## src/rtl/smc_seq_pkg.sv

```systemverilog
package smc_seq_pkg;

   typedef enum logic [2:0] {
      ST_IDLE   = 3'd0,
      ST_TURN   = 3'd1,
      ST_SETUP  = 3'd2,
      ST_STROBE = 3'd3,
      ST_HOLD   = 3'd4,
      ST_DONE   = 3'd5
   } seq_state_t;

   localparam logic [2:0] FLD_STROBE = 3'd0;
   localparam logic [2:0] FLD_DELAY  = 3'd1;
   localparam logic [2:0] FLD_TURN   = 3'd2;
   localparam logic [2:0] FLD_LONGEN = 3'd3;
   localparam logic [2:0] FLD_LONG   = 3'd4;

   function automatic int max2(input int a, input int b);
      return (a > b) ? a : b;
   endfunction

endpackage

```

## src/rtl/smc_bank_regs.sv

```systemverilog
module smc_bank_regs
   import smc_seq_pkg::*;
#(
   parameter int NB        = 3,
   parameter int BANK_W    = 2,
   parameter int CFG_W     = 8,
   parameter int LEN_W     = 5,
   parameter int DLY_W     = 4,
   parameter int TURN_W    = 4,
   parameter int LONG_W    = 8,
   parameter bit LONG_EN   = 1'b1
) (
   input  logic                          clk,
   input  logic                          rst_n,
   input  logic                          cfg_we,
   input  logic [2:0]                    cfg_field,
   input  logic [BANK_W-1:0]             cfg_bank,
   input  logic [CFG_W-1:0]              cfg_data,
   input  logic                          commit,
   output logic [NB-1:0][LEN_W-1:0]      len_q,
   output logic [NB-1:0][DLY_W-1:0]      dly_q,
   output logic [NB-1:0][TURN_W-1:0]     turn_q,
   output logic [NB-1:0]                 longen_q,
   output logic [LONG_W-1:0]             long_q
);

   localparam logic [LEN_W-1:0]  LEN_RST  = '1;
   localparam logic [TURN_W-1:0] TURN_RST = '1;
   localparam logic [DLY_W-1:0]  DLY_RST  = '0;
   localparam logic [LONG_W-1:0] LONG_RST = LONG_W'(15);

   for (genvar b = 0; b < NB; b++) begin : g_bank
      logic             hit;
      logic [LEN_W-1:0]  stg_len;
      logic [DLY_W-1:0]  stg_dly;
      logic [TURN_W-1:0] stg_turn;

      assign hit = cfg_we && (32'(cfg_bank) == b);

      always_ff @(posedge clk or negedge rst_n) begin
         if (!rst_n) begin
            stg_len  <= LEN_RST;
            stg_dly  <= DLY_RST;
            stg_turn <= TURN_RST;
         end else if (hit) begin
            if (cfg_field == FLD_STROBE) stg_len  <= cfg_data[LEN_W-1:0];
            if (cfg_field == FLD_DELAY)  stg_dly  <= cfg_data[DLY_W-1:0];
            if (cfg_field == FLD_TURN)   stg_turn <= cfg_data[TURN_W-1:0];
         end
      end

      always_ff @(posedge clk or negedge rst_n) begin
         if (!rst_n) begin
            len_q[b]  <= LEN_RST;
            dly_q[b]  <= DLY_RST;
            turn_q[b] <= TURN_RST;
         end else if (commit) begin
            len_q[b]  <= stg_len;
            dly_q[b]  <= stg_dly;
            turn_q[b] <= stg_turn;
         end
      end

      if (LONG_EN) begin : g_long_bit
         logic stg_longen;
         always_ff @(posedge clk or negedge rst_n) begin
            if (!rst_n)                                stg_longen <= 1'b0;
            else if (hit && cfg_field == FLD_LONGEN)   stg_longen <= cfg_data[0];
         end
         always_ff @(posedge clk or negedge rst_n) begin
            if (!rst_n)      longen_q[b] <= 1'b0;
            else if (commit) longen_q[b] <= stg_longen;
         end
      end else begin : g_no_long_bit
         assign longen_q[b] = 1'b0;
      end
   end

   if (LONG_EN) begin : g_long_reg
      logic [LONG_W-1:0] stg_long;
      always_ff @(posedge clk or negedge rst_n) begin
         if (!rst_n)                               stg_long <= LONG_RST;
         else if (cfg_we && cfg_field == FLD_LONG) stg_long <= cfg_data[LONG_W-1:0];
      end
      always_ff @(posedge clk or negedge rst_n) begin
         if (!rst_n)      long_q <= LONG_RST;
         else if (commit) long_q <= stg_long;
      end
   end else begin : g_no_long_reg
      assign long_q = LONG_RST;
   end

endmodule

```

## src/rtl/smc_turn_gap.sv

```systemverilog
module smc_turn_gap (
   input  logic clk,
   input  logic rst_n,
   input  logic accept,
   input  logic req_write,
   input  logic req_dyn,
   output logic need_gap
);

   logic last_vld;
   logic last_wr;
   logic last_dyn;

   always_ff @(posedge clk or negedge rst_n) begin
      if (!rst_n) begin
         last_vld <= 1'b0;
         last_wr  <= 1'b0;
         last_dyn <= 1'b0;
      end else if (accept) begin
         last_vld <= 1'b1;
         last_wr  <= req_write;
         last_dyn <= req_dyn;
      end
   end

   always_comb begin
      need_gap = 1'b0;
      if (last_vld) begin
         if (last_dyn != req_dyn)               need_gap = 1'b1;
         else if (!req_dyn && last_wr != req_write) need_gap = 1'b1;
      end
   end

endmodule

```

## src/rtl/smc_cycle_fsm.sv

```systemverilog
module smc_cycle_fsm
   import smc_seq_pkg::*;
#(
   parameter int NB     = 3,
   parameter int BANK_W = 2,
   parameter int LANES  = 2,
   parameter int CNT_W  = 8
) (
   input  logic              clk,
   input  logic              rst_n,
   input  logic              req_valid,
   input  logic              req_write,
   input  logic              req_dyn,
   input  logic [BANK_W-1:0] req_bank,
   input  logic [LANES-1:0]  req_be,
   input  logic              bank_ok,
   input  logic              need_gap,
   input  logic [CNT_W-1:0]  len_sel,
   input  logic [CNT_W-1:0]  dly_sel,
   input  logic [CNT_W-1:0]  turn_sel,
   output logic              accept,
   output logic              commit,
   output logic [NB-1:0]     mem_cs,
   output logic              mem_we,
   output logic              mem_oe,
   output logic [LANES-1:0]  mem_bls,
   output logic              done,
   output logic              busy
);

   localparam logic [CNT_W-1:0] ONE = CNT_W'(1);

   seq_state_t        st;
   logic [CNT_W-1:0]  cnt;
   logic [CNT_W-1:0]  l_len;
   logic [CNT_W-1:0]  l_dly;
   logic [BANK_W-1:0] cur_bank;
   logic              cur_wr;
   logic              cur_dyn;
   logic [LANES-1:0]  cur_be;
   logic              cs_on;

   assign accept = (st == ST_IDLE) && req_valid && bank_ok;
   assign commit = (st == ST_IDLE) || (st == ST_DONE);

   always_ff @(posedge clk or negedge rst_n) begin
      if (!rst_n) begin
         st       <= ST_IDLE;
         cnt      <= '0;
         l_len    <= '0;
         l_dly    <= '0;
         cur_bank <= '0;
         cur_wr   <= 1'b0;
         cur_dyn  <= 1'b0;
         cur_be   <= '0;
      end else begin
         unique case (st)
            ST_IDLE: begin
               if (accept) begin
                  l_len    <= len_sel;
                  l_dly    <= dly_sel;
                  cur_bank <= req_bank;
                  cur_wr   <= req_write;
                  cur_dyn  <= req_dyn;
                  cur_be   <= req_be;
                  if (need_gap) begin
                     st  <= ST_TURN;
                     cnt <= turn_sel;
                  end else if (req_dyn) begin
                     st <= ST_DONE;
                  end else if (dly_sel == '0) begin
                     st  <= ST_STROBE;
                     cnt <= len_sel;
                  end else begin
                     st  <= ST_SETUP;
                     cnt <= dly_sel - ONE;
                  end
               end
            end
            ST_TURN: begin
               if (cnt != '0) begin
                  cnt <= cnt - ONE;
               end else if (cur_dyn) begin
                  st <= ST_DONE;
               end else if (l_dly == '0) begin
                  st  <= ST_STROBE;
                  cnt <= l_len;
               end else begin
                  st  <= ST_SETUP;
                  cnt <= l_dly - ONE;
               end
            end
            ST_SETUP: begin
               if (cnt != '0) begin
                  cnt <= cnt - ONE;
               end else begin
                  st  <= ST_STROBE;
                  cnt <= l_len;
               end
            end
            ST_STROBE: begin
               if (cnt != '0) cnt <= cnt - ONE;
               else           st  <= ST_HOLD;
            end
            ST_HOLD: st <= ST_DONE;
            ST_DONE: st <= ST_IDLE;
            default: st <= ST_IDLE;
         endcase
      end
   end

   assign cs_on = (st == ST_SETUP) || (st == ST_STROBE) || (st == ST_HOLD);

   for (genvar b = 0; b < NB; b++) begin : g_cs
      assign mem_cs[b] = cs_on && (32'(cur_bank) == b);
   end

   assign mem_we  = (st == ST_STROBE) && cur_wr;
   assign mem_oe  = (st == ST_STROBE) && !cur_wr;
   assign mem_bls = ((st == ST_STROBE) && cur_wr) ? cur_be : '0;
   assign done    = (st == ST_DONE);
   assign busy    = (st != ST_IDLE);

endmodule

```

## src/rtl/smc_strobe_seq.sv

```systemverilog
module smc_strobe_seq
   import smc_seq_pkg::*;
#(
   parameter int NUM_BANKS = 3,
   parameter int LANES     = 2,
   parameter int CFG_W     = 8,
   parameter int LEN_W     = 5,
   parameter int DLY_W     = 4,
   parameter int TURN_W    = 4,
   parameter int LONG_W    = 8,
   parameter bit LONG_EN   = 1'b1,
   localparam int BANK_W   = (NUM_BANKS > 1) ? $clog2(NUM_BANKS) : 1
) (
   input  logic                 clk,
   input  logic                 rst_n,
   input  logic                 cfg_we,
   input  logic [2:0]           cfg_field,
   input  logic [BANK_W-1:0]    cfg_bank,
   input  logic [CFG_W-1:0]     cfg_data,
   input  logic                 req_valid,
   input  logic                 req_write,
   input  logic                 req_dyn,
   input  logic [BANK_W-1:0]    req_bank,
   input  logic [LANES-1:0]     req_be,
   output logic [NUM_BANKS-1:0] mem_cs,
   output logic                 mem_we,
   output logic                 mem_oe,
   output logic [LANES-1:0]     mem_bls,
   output logic                 done,
   output logic                 busy
);

   localparam int CNT_W = max2(max2(LEN_W, LONG_W), max2(DLY_W, TURN_W));

   if (NUM_BANKS < 1 || NUM_BANKS > 8) begin : g_bad_banks
      $error("NUM_BANKS must lie in 1..8");
   end
   if (LANES < 1) begin : g_bad_lanes
      $error("LANES must be at least 1");
   end
   if (LEN_W > CFG_W || DLY_W > CFG_W || TURN_W > CFG_W || LONG_W > CFG_W) begin : g_bad_w
      $error("timing field wider than cfg_data");
   end
   if (LEN_W < 1 || DLY_W < 1 || TURN_W < 1 || LONG_W < 1) begin : g_zero_w
      $error("timing fields need at least one bit");
   end

   logic [NUM_BANKS-1:0][LEN_W-1:0]  len_q;
   logic [NUM_BANKS-1:0][DLY_W-1:0]  dly_q;
   logic [NUM_BANKS-1:0][TURN_W-1:0] turn_q;
   logic [NUM_BANKS-1:0]             longen_q;
   logic [LONG_W-1:0]                long_q;
   logic                             commit;
   logic                             accept;
   logic                             need_gap;
   logic                             bank_ok;
   logic [BANK_W-1:0]                idx;
   logic [CNT_W-1:0]                 len_sel;
   logic [CNT_W-1:0]                 dly_sel;
   logic [CNT_W-1:0]                 turn_sel;

   smc_bank_regs #(
      .NB(NUM_BANKS), .BANK_W(BANK_W), .CFG_W(CFG_W), .LEN_W(LEN_W),
      .DLY_W(DLY_W), .TURN_W(TURN_W), .LONG_W(LONG_W), .LONG_EN(LONG_EN)
   ) u_regs (
      .clk(clk), .rst_n(rst_n), .cfg_we(cfg_we), .cfg_field(cfg_field),
      .cfg_bank(cfg_bank), .cfg_data(cfg_data), .commit(commit),
      .len_q(len_q), .dly_q(dly_q), .turn_q(turn_q),
      .longen_q(longen_q), .long_q(long_q)
   );

   assign bank_ok = (32'(req_bank) < NUM_BANKS);
   assign idx     = bank_ok ? req_bank : '0;

   always_comb begin
      len_sel  = longen_q[idx] ? CNT_W'(long_q) : CNT_W'(len_q[idx]);
      dly_sel  = CNT_W'(dly_q[idx]);
      turn_sel = CNT_W'(turn_q[idx]);
   end

   smc_turn_gap u_gap (
      .clk(clk), .rst_n(rst_n), .accept(accept),
      .req_write(req_write), .req_dyn(req_dyn), .need_gap(need_gap)
   );

   smc_cycle_fsm #(
      .NB(NUM_BANKS), .BANK_W(BANK_W), .LANES(LANES), .CNT_W(CNT_W)
   ) u_fsm (
      .clk(clk), .rst_n(rst_n), .req_valid(req_valid), .req_write(req_write),
      .req_dyn(req_dyn), .req_bank(req_bank), .req_be(req_be),
      .bank_ok(bank_ok), .need_gap(need_gap), .len_sel(len_sel),
      .dly_sel(dly_sel), .turn_sel(turn_sel), .accept(accept),
      .commit(commit), .mem_cs(mem_cs), .mem_we(mem_we), .mem_oe(mem_oe),
      .mem_bls(mem_bls), .done(done), .busy(busy)
   );

endmodule

```

## config.mk

```make
export PLATFORM = sky130hd
export DESIGN_NAME = smc_strobe_seq
export DESIGN_NICKNAME = d
export VERILOG_FILES = /design/src/rtl/smc_seq_pkg.sv /design/src/rtl/smc_bank_regs.sv /design/src/rtl/smc_turn_gap.sv /design/src/rtl/smc_cycle_fsm.sv /design/src/rtl/smc_strobe_seq.sv
export SDC_FILE = /design/constraint.sdc
export NUM_CORES = 1
export LEC_CHECK = 0
export BUFFER_PORTS_ARGS = -buffer_cell sky130_fd_sc_hd__buf_4
export CORE_MARGIN = 3
export CORE_UTILIZATION = 56
export CTS_CLUSTER_SIZE = 16
export DETAILED_ROUTE_END_ITERATION = 10
export HOLD_SLACK_MARGIN = 0.03
export PLACE_DENSITY = 0.79
export SYNTH_ARGS = -nofsm -noshare
export SYNTH_HDL_FRONTEND = slang
export SYNTH_HIERARCHICAL = 1
export SYNTH_SLANG_ARGS = --single-unit
```

## constraint.sdc

```tcl
create_clock -name clk -period 2.3 [get_ports clk]
set_clock_uncertainty 0.15 [all_clocks]
set_input_delay 0.23 -clock clk [delete_from_list [all_inputs] [get_ports clk]]
set_output_delay 0.23 -clock clk [all_outputs]
set_load 0.05 [all_outputs]
```

# Word level (Yosys, flattened, before mapping)

Index checks and enable logic that the tools add are counted.

Bits in registers: 132

Reduce and logical (&&, ||, !) cells: 41
Mux-type cells: 34
Equality and inequality tests: 22
Add/sub/neg operators: 3
Order comparisons: 2

Operator list:

| cell                                                                | count |
|---|---|
| 8-bit two-way mux                                                   | 10 |
| 8-bit one-hot mux with 4 select lines                               | 1 |
| 3-bit two-way mux                                                   | 7 |
| 2-bit AND reduction                                                 | 10 |
| 4-bit binary-select mux with 2-bit select                           | 2 |
| 8-bit logical NOT                                                   | 2 |
| 1-bit logical AND                                                   | 15 |
| 3-bit one-hot mux with 5 select lines                               | 1 |
| 3-bit by 2-bit == test with 1-bit output (second input constant)    | 4 |
| 5-bit binary-select mux with 2-bit select                           | 1 |
| 4-bit by 1-bit subtractor with 5-bit output (second input constant) | 2 |
| 3-bit == test (second input constant)                               | 3 |
| 4-bit two-way mux                                                   | 2 |
| 2-bit inequality test (second input constant)                       | 4 |
| 8-bit nonzero test                                                  | 1 |
| 8-bit by 1-bit subtractor with 8-bit output (second input constant) | 1 |
| 3-bit by 1-bit == test with 1-bit output (second input constant)    | 2 |
| 3-bit logical NOT                                                   | 2 |
| 1-bit two-way mux                                                   | 6 |
| 3-bit inequality test (second input constant)                       | 2 |
| 5-bit two-way mux                                                   | 1 |
| 5-bit AND reduction                                                 | 1 |
| 2-bit by 1-bit == test with 1-bit output (second input constant)    | 2 |
| 2-bit == test (second input constant)                               | 2 |
| other kinds (12)                                                    | 18 |

# Logic depth before layout (Yosys ltp)

Gate-level depths: netlist (run 1).

Word-level depth: 10
Mapped depth: 12
Depth with buffers taken out: 10

# By module

The synthesis (run 1) kept the hierarchy.

Modules (own cells, without submodules):

| module         | area each (um^2) | cells each | instances | seq. area each (um^2) |
|---|---|---|---|---|
| smc_bank_regs  | 3,892.5          | 231        | 1         | 2,580.0 |
| smc_cycle_fsm  | 2,393.5          | 263        | 1         | 825.8 |
| smc_strobe_seq | 554.3            | 67         | 1         | 0.0 |
| smc_turn_gap   | 128.9            | 9          | 1         | 75.1 |

# Worst setup path before layout (run 1)

OpenSTA, ideal clock, no wires.

Path type: input-to-reg
Start point: in req_bank[0]
End point: reg u_fsm.cnt[3]
Slack: -0.417 ns
Arrival: 2.472 ns
Library setup time: 0.095 ns
Cell stages on the path: 10
Path through: buf_6 buf_4 buf_4 mux2i_1 a21oi_1 or4_1 nor3_1 nor2_1 o311a_1 o31ai_1

Longest elaborated chain between the ends: 10
Elaborated cells on any way between the ends: 21

RTL lines:

| what                                                                             | line                                     | source |
|---|---|---|
| from (decl)                                                                      | smc_strobe_seq.sv:23                     | `input logic [BANK_W-1:0] req_bank,` |
| 2-bit less-than comparator                                                       | smc_strobe_seq.sv:72                     | `assign bank_ok = (32'(req_bank) < NUM_BANKS);` |
| 2-bit two-way mux (*)                                                            | smc_strobe_seq.sv:73                     | `assign idx = bank_ok ? req_bank : '0;` |
| 4-bit binary-select mux with 2-bit select (*)                                    | smc_strobe_seq.sv:77                     | `dly_sel = CNT_W'(dly_q[idx]);` |
| 4-bit two-way mux (implied by the code) (*)                                      | smc_strobe_seq.sv:77                     |  |
| named net dly_sel[2]                                                             | smc_strobe_seq.sv:59                     | `logic [CNT_W-1:0] dly_sel;` |
| 4-bit by 1-bit subtractor with 5-bit output or 8-bit logical NOT (tied branches) | smc_cycle_fsm.sv:76, smc_cycle_fsm.sv:71 |  |
| 8-bit two-way mux (*)                                                            | smc_cycle_fsm.sv:71                      | `end else if (dly_sel == '0) begin` |
| 8-bit two-way mux (*)                                                            | smc_cycle_fsm.sv:69                      | `end else if (req_dyn) begin` |
| 8-bit two-way mux (*)                                                            | smc_cycle_fsm.sv:66                      | `if (need_gap) begin` |
| 8-bit two-way mux (*)                                                            | smc_cycle_fsm.sv:59                      | `if (accept) begin` |
| 8-bit one-hot mux with 4 select lines (*)                                        | smc_cycle_fsm.sv:57                      | `unique case (st)` |
| to (signal assigned)                                                             | smc_cycle_fsm.sv:68                      | `cnt <= turn_sel;` |
| to (signal assigned)                                                             | smc_cycle_fsm.sv:73                      | `cnt <= len_sel;` |
| to (signal assigned)                                                             | smc_cycle_fsm.sv:76                      | `cnt <= dly_sel - ONE;` |
| to (decl)                                                                        | smc_cycle_fsm.sv:34                      | `logic [CNT_W-1:0] cnt;` |

The timed path passes the listed nets; every way through them passes the cells marked *. The select of a mux whose other input is x is not followed.
A chain may end at the register's enable or synchronous reset.

# Final worst setup path (run 1)

Start point: reg u_regs/dly_q[2] (netlist name)
End point: reg u_fsm.cnt[7]

Longest elaborated chain between the ends: 8
Elaborated cells on any way between the ends: 9

RTL lines:

| what                                                                             | line                                     | source |
|---|---|---|
| from (decl)                                                                      | smc_bank_regs.sv:21                      | `output logic [NB-1:0][DLY_W-1:0] dly_q,` |
| from (signal, indexed assignment)                                                | smc_bank_regs.sv:59                      | `dly_q[b] <= stg_dly;` |
| 4-bit binary-select mux with 2-bit select (*)                                    | smc_strobe_seq.sv:77                     |  |
| 4-bit two-way mux (implied by the code) (*)                                      | smc_strobe_seq.sv:77                     |  |
| named net dly_sel[2]                                                             | smc_strobe_seq.sv:59                     |  |
| 4-bit by 1-bit subtractor with 5-bit output or 8-bit logical NOT (tied branches) | smc_cycle_fsm.sv:76, smc_cycle_fsm.sv:71 |  |
| 8-bit two-way mux (*)                                                            | smc_cycle_fsm.sv:71                      |  |
| 8-bit two-way mux (*)                                                            | smc_cycle_fsm.sv:69                      |  |
| 8-bit two-way mux (*)                                                            | smc_cycle_fsm.sv:66                      |  |
| 8-bit two-way mux (*)                                                            | smc_cycle_fsm.sv:59                      |  |
| 8-bit one-hot mux with 4 select lines (*)                                        | smc_cycle_fsm.sv:57                      |  |

Marks and branches as above.

==> impl_metrics.py, run 1 <==
metrics = {
    "drt": {
        "wl_per_cell_um": 19.7,
        "drc": 0,
        "routed_via_density": 5.84,
        "firstDrtPassIters": 5,
        "drt_iter0_drc": 349,
        "routed_wl_um": 17300,
        "vias": 5117,
        "ant_nets": 0,
    },
    "sta": {
        "timing.hold.ws_ns": 0.0574,
        "slew_headroom": 0.589,
        "setup_viol": 9,
        "slew_violations": 0,
        "clock.fmax_mhz": 421,
        "rsz0062_at_grt": "yes",
        "tightest_slew_ns": 0.617,
        "finalHoldViolCount": 0,
        "worst_slack_ns": -0.0772,
        "finalCriticalPeriod_ns": 2.38,
        "post-route-period-util": 1.03,
    },
    "global_route": {
        "grt.overflow.total": 0,
        "grt-busiest-layer": "met2",
        "grt_pass1_vias": 5331,
        "grt_use_total": 0.253,
        "use_met2": 0.454,
        "use_met1": 0.311,
        "use_met3": 0.0485,
        "grt_first_pass_wirelength_um": 27800,
        "grt_max_degree": 89,
        "antenna_found_initial": 0,
    },
    "floorplan": {
        "die_y_um": 118,
        "dieArea_um2": 13800,
        "placementRows": 40,
        "num_io_pins": 32,
        "coreArea_um2": 12100,
        "die_w_um": 118,
        "start_util": 0.575,
    },
    "layout": {
        "diodes": 0,
        "fin_cells": 876,
        "syn_to_final_growth_pct": 27.5,
        "stdcell_area_um2": 8880,
        "drive_above_1_share": 0.525,
        "num-fill-cells": 787,
        "nNetsFinal": 724,
        "final_core_util": 0.734,
    },
    "run": {
        "maxCapViolCount": 0,
    },
    "logic_synthesis": {
        "seq_area_frac_synth": 0.499,
        "synth_top_flop_cell": "dfrtp_1",
        "synth_edf_count": 0,
        "ys_seq_elements": 136,
        "synth_area_per_cell_um2": 12.2,
        "syn_inst": 570,
        "syn_area_um2": 6970,
        "synth_cell_types": 65,
        "synthTopCellsByArea": "dfrtp_1, dfstp_2, mux2_2, mux2i_1, a21oi_1",
        "yosysWarningCount": 6,
        "async_flop_share": 1.00,
        "synth.top_cell.area_share": 0.266,
        "yosys.area.top_type": "dfrtp_1",
    },
    "power_and_ir_drop": {
        "ir_drop_mv": 0.900,
        "p_leak_nw": 3.89,
        "power.density_nw_per_um2": 1200,
    },
    "worst_setup_path": {
        "worstSetupPathType": "reg2reg",
        "worst_setup_path_end_kind": "register",
        "slowest_stage": "or4_4",
        "path_cells": "buf_6 > mux2i_2 > a21oi_2 > or4_4 > buf_4 > a2111o_1 > a21oi_2 > o31ai_1 > a21oi_1",
        "start_kind": "register",
        "worst-path-max-fanout": 3,
        "path_common_cell": "a21oi_2",
        "cp.required_ns": 2.48,
        "slowest_delay_ns": 0.55,
        "reg2reg_depth": 9,
        "arrival_ns": 2.56,
    },
    "placed_design": {
        "io_buffers": 31,
        "placed_area_um2": 7940,
        "dp_cells": 826,
        "hpwlAfterDp_um": 11500,
        "gp_congestion": 0.963,
    },
    "clocking": {
        "clockRootBuffer": "clkbuf_16",
        "clock_latency_ns": 0.41,
        "clk_pin_slew_worst_paths_ns": 0.06,
        "cts_buffers": 17,
        "cts.path.max_buffers": 2,
        "ctsHtreeMaxLevel": 4,
        "cts_tree": "done",
        "clock-sinks": 136,
    },
    "run_status": {
        "violations": "setup timing",
        "status": "finished, violations left",
    },
    "worst_hold_path": {
        "holdCritPathClass": "in2reg",
        "whs_path_depth": 2,
    },
}
-- sequential cells by signal, summed over array words and instances, names as in the netlist, 2 cells and up --
signal,count
u_fsm/l_dly,8
u_fsm/st,3
u_regs/g_long_reg.stg_long,8
u_regs/dly_q,12
u_regs/g_bank.stg_len,15
u_regs/g_bank.stg_dly,12
u_fsm/l_len,8
u_regs/turn_q,12
u_regs/g_bank.g_long_bit.stg_longen,3
u_regs/len_q,15
u_fsm/cur_bank,2
u_regs/longen_q,3
u_fsm/cnt,8
u_regs/g_bank.stg_turn,12
u_regs/long_q,8
u_fsm/cur_be,2
-- cells in the mapped netlist, types with 3 or more instances --
cell,instances
or4_1,6
nand2_1,27
xnor2_1,9
nor2b_1,12
and2_1,6
o31ai_1,4
a211oi_1,12
buf_2,12
a21oi_1,23
ha_1,6
dfrtp_1,74
buf_1,4
clkbuf_1,11
nand3_1,5
mux2i_1,28
o22ai_1,4
nor2_1,17
o21ai_0,14
inv_1,15
nor4_1,3
nor3_1,10
xor2_1,5
mux2_2,126
o2bb2ai_1,3
dfstp_2,62
or3_1,7
nor3b_1,11
or3b_2,4
-- cell families after synthesis --
family / Yosys count / share of synthesized area
flops: 136 / 0.499
xor+xnor: 14 / 0.0176
simple gates: 122 / 0.103
buf+inv: 47 / 0.0309
other cells: 1 / 0.000538
mux: 156 / 0.249
fa+ha+maj: 6 / 0.0108
compound gates: 88 / 0.0882
-- power breakdown --
part	total (W)	switching [W]	internal [W]
registers	0.00385	0.000485	0.00336
logic	0.00388	0.00197	0.00191
clock network	0.00292	0.00106	0.00186
total	0.0106	0.00352	0.00713
-- area by class of cell --
cell class	count	area, µm²	share of cell area
Multi-Input combinational cell	412	3570	0.401
Sequential cell	136	3480	0.392
Timing Repair Buffer	113	933	0.105
Clock buffer	19	443	0.0499
Tap cell	168	210	0.0237
Clock inverter	13	194	0.0218
Inverter	15	56.3	0.00634
-- routing by layer --
metal | vias up | wire length (µm)
met2 | 140 | 9210
li1 | 2316 | -
met5 | - | 0
met3 | 14 | 636
met1 | 2647 | 7230
met4 | 0 | 182
-- layout by cell type (no fill, tap or decap), types with 3 or more instances in the layout --
cell             n
nor2b_1         10
or4_1            5
clkbuf_16       17
o21ai_0         14
xor2_1           5
buf_4           96
o2bb2ai_1        3
o31ai_1          3
dfrtp_1         74
inv_1           13
or3b_2           3
nand2_1         25
nor3b_1          8
nor3_1           8
a21oi_2          6
or3_1            6
ha_1             4
mux2_2         126
nor2_1          13
clkinvlp_4       3
nand3_1          5
o22ai_1          4
a21oi_1         18
dfstp_2         62
a211oi_2         4
and2_1           6
xnor2_1          9
mux2i_1         26
dlygate4sd3_1   11
bufinv_16        4
a211oi_1         8
buf_12           4
conb_1          26
-- through the flow --
| step | TNS (ns) | total power [W] | setup slack, ns |
|---|---|---|---|
| 2_1_floorplan | -1.66 | 0.00617 | -0.249 |
| 3_3_place_gp | -0.706 | 0.00724 | -0.117 |
| 3_5_place_dp | -1.02 | 0.00742 | -0.165 |
| 4_1_cts | -0.313 | 0.0105 | -0.0579 |
| 5_1_grt | -1.36 | 0.0111 | -0.188 |
| 6_report | -0.416 | 0.0106 | -0.0772 |
-- worst paths after layout --
path                                 startpoint                                     end  slack (ns)
max in group asynchronous                 rst_n                          u_gap/last_vld        1.23
worst max register to register  u_regs/dly_q[2]                            u_fsm/cnt[7]       -0.08
worst min-delay path                cfg_data[0]  u_regs/g_bank[2].g_long_bit.stg_longen        0.06
worst min register to register   u_gap/last_vld                          u_gap/last_vld        0.32
worst max-delay path            u_regs/dly_q[2]                            u_fsm/cnt[7]       -0.08
min in group asynchronous                 rst_n             u_regs/g_bank[2].stg_dly[2]        0.27
-- worst max-delay path, delay by kind of cell (launching register included) --
family | cells | cell delay, ns
AOI/OAI and AO/OA | 5 | 0.74
buffers and inverters | 2 | 0.30
and+or+nand+nor | 1 | 0.55
DFF | 1 | 0.40
muxes | 1 | 0.17
-- repair_timing --
action                                  4_1_cts  5_1_grt
hold endpoints to repair                    105        0
pin swaps                                    13        4
gates cloned                                  0        0
setup buffers                                 4        3
hold buffers                                 11        0
endpoints found under the setup margin       10       13
gates resized for setup                      16       18
No activity file was read; power rests on OpenSTA's default activity.
==> run 2, diff against run 1 <==
==> constraint.sdc (replaced) <==
create_clock -name clk -period 2 [get_ports clk]
set_clock_uncertainty 0.15 [all_clocks]
set_input_delay 0.2 -clock clk [delete_from_list [all_inputs] [get_ports clk]]
set_output_delay 0.2 -clock clk [all_outputs]
set_load 0.05 [all_outputs]
==> run 2 against run 1 <==
Compared with the run above: sequential cell count unchanged; cell area increased by 5.5%; critical path type unchanged; via count rose by 3.6%; the flow still finishes with violations (setup timing).
==> impl_metrics.py, run 2 (synthesis results as in run 1) <==
metrics = {
    "run_status": {
        "status": "finished, violations left",
        "violations": "setup timing",
    },
    "global_route": {
        "grt_use_total": 0.256,
        "grt_first_pass_wirelength_um": 28100,
        "grt_pass1_vias": 5593,
        "grt.overflow.total": 0,
        "grt_max_degree": 55,
        "antenna_found_initial": 0,
    },
    "power_and_ir_drop": {
        "power.density_nw_per_um2": 1350,
        "ir_drop_mv": 0.743,
        "total_power_w": 0.0126,
        "p_leak_nw": 4.11,
    },
    "sta": {
        "finalHoldViolCount": 0,
        "worst_slack_ns": -0.447,
        "clock.fmax_mhz": 409,
        "setup_viol": 10,
        "tightest_slew_ns": 0.582,
        "slew_headroom": 0.611,
        "slew_violations": 0,
        "rsz0062_at_grt": "yes",
        "post-route-period-util": 1.22,
        "finalCriticalPeriod_ns": 2.45,
        "timing.hold.ws_ns": 0.0462,
    },
    "clocking": {
        "clock-sinks": 136,
        "clk_pin_slew_worst_paths_ns": 0.05,
        "cts.path.max_buffers": 2,
        "cts_tree": "done",
        "cts_buffers": 17,
        "ctsHtreeMaxLevel": 4,
        "clockRootBuffer": "clkbuf_16",
        "clock_latency_ns": 0.42,
    },
    "worst_setup_path": {
        "worst-path-max-fanout": 3,
        "worst_setup_path_end_kind": "register",
        "cp.required_ns": 2.17,
        "start_kind": "register",
        "arrival_ns": 2.61,
        "worstSetupPathType": "reg2reg",
    },
    "floorplan": {
        "dieArea_um2": 13800,
        "start_util": 0.575,
        "coreArea_um2": 12100,
        "placementRows": 40,
        "die_y_um": 118,
        "num_io_pins": 32,
        "die_w_um": 118,
    },
    "layout": {
        "nNetsFinal": 764,
        "final_cell_mix": "mux2_2, buf_4, dfrtp_1",
        "mostFrequentLayoutCell": "mux2_2",
        "drive_above_1_share": 0.570,
        "multi_input_area_um2": 3750,
        "regArea_um2": 3480,
        "syn_to_final_growth_pct": 34.5,
        "num-fill-cells": 738,
        "final_core_util": 0.774,
        "diodes": 0,
        "reg_top3": "u_regs/g_bank.stg_len: 15 flops, u_regs/len_q: 15 flops",
    },
    "drt": {
        "routed_via_density": 5.79,
        "routed_wl_um": 18200,
        "drt_iter0_drc": 397,
        "wl_per_cell_um": 19.8,
        "vias": 5302,
        "ant_nets": 0,
        "drc": 0,
        "firstDrtPassIters": 7,
    },
    "worst_hold_path": {
        "holdCritPathClass": "in2reg",
    },
    "placed_design": {
        "gp_congestion": 0.919,
        "io_buffers": 31,
        "dpl_worst_slack_ns": -0.499,
        "hpwlAfterDp_um": 11600,
    },
    "run": {
        "maxCapViolCount": 0,
    },
}
-- run 2: path summary, 6_finish.rpt --
path                                 start                                endpoint  slack [ns]  depth (start not counted)
min reg2reg                 u_gap/last_vld                          u_gap/last_vld        0.33                          1
max in group asynchronous            rst_n                         u_regs/len_q[9]        0.94                          3
min                            cfg_bank[0]  u_regs/g_bank[0].g_long_bit.stg_longen        0.05                          3
max                        u_regs/dly_q[2]                            u_fsm/cnt[3]       -0.45                          8
max reg2reg                u_regs/dly_q[2]                            u_fsm/cnt[3]       -0.45                          8
min in group asynchronous            rst_n                         u_regs/dly_q[5]        0.10                          2
-- run 2: worst max-delay path, stage by stage, from the launching register on --
cell and delay, ns:
dfrtp_1 0.38, nor2b_1 0.14, a211oi_2 0.23, a21oi_2 0.07, or4_4 0.52, nor3_4 0.26, nor2_1 0.11, o311a_1 0.30
o31ai_1 0.19
-- run 2: final cells by class --
class                   instances  area share
multi-input cells             412       0.400
flip-flops and latches        136       0.371
repair buffers                153       0.140
clock buffers                  24      0.0503
well taps                     168      0.0224
clock inverters                 8      0.0103
inverters                      15     0.00601
-- run 2: power breakdown --
part	internal (W)	total (W)	leakage [nW]	switching, W
Sequential	0.00387	0.00443	1.59	0.000564
Combinational	0.00265	0.00519	2.24	0.00255
Clock	0.00189	0.00300	0.278	0.00111
-- run 2: through the flow --
stage	cells	instance area [µm²]	setup TNS (ns)
floorplan	595	7240	-2.57
global placement	845	8140	-3.54
detailed placement	845	8140	-5.06
CTS	907	9150	-2.62
global route	916	9380	-4.31
finish	916	9380	-3.23
-- run 2: repair_timing --
| item | 4_1_cts | 5_1_grt |
|---|---|---|
| hold buffers | 14 | 0 |
| setup buffers | 15 | 10 |
| resized for setup | 47 | 33 |
| pin swaps | 18 | 20 |
| endpoints found under the hold margin | 130 | 0 |
| endpoints found under the setup margin | 45 | 18 |
| cloned | 1 | 0 |
-- run 2: layer usage --
layer	part of all wire	track usage
met2	0.53	0.455
met4	0.021	0.0960
met1	0.40	0.307
met5	0	0
met3	0.049	0.0538
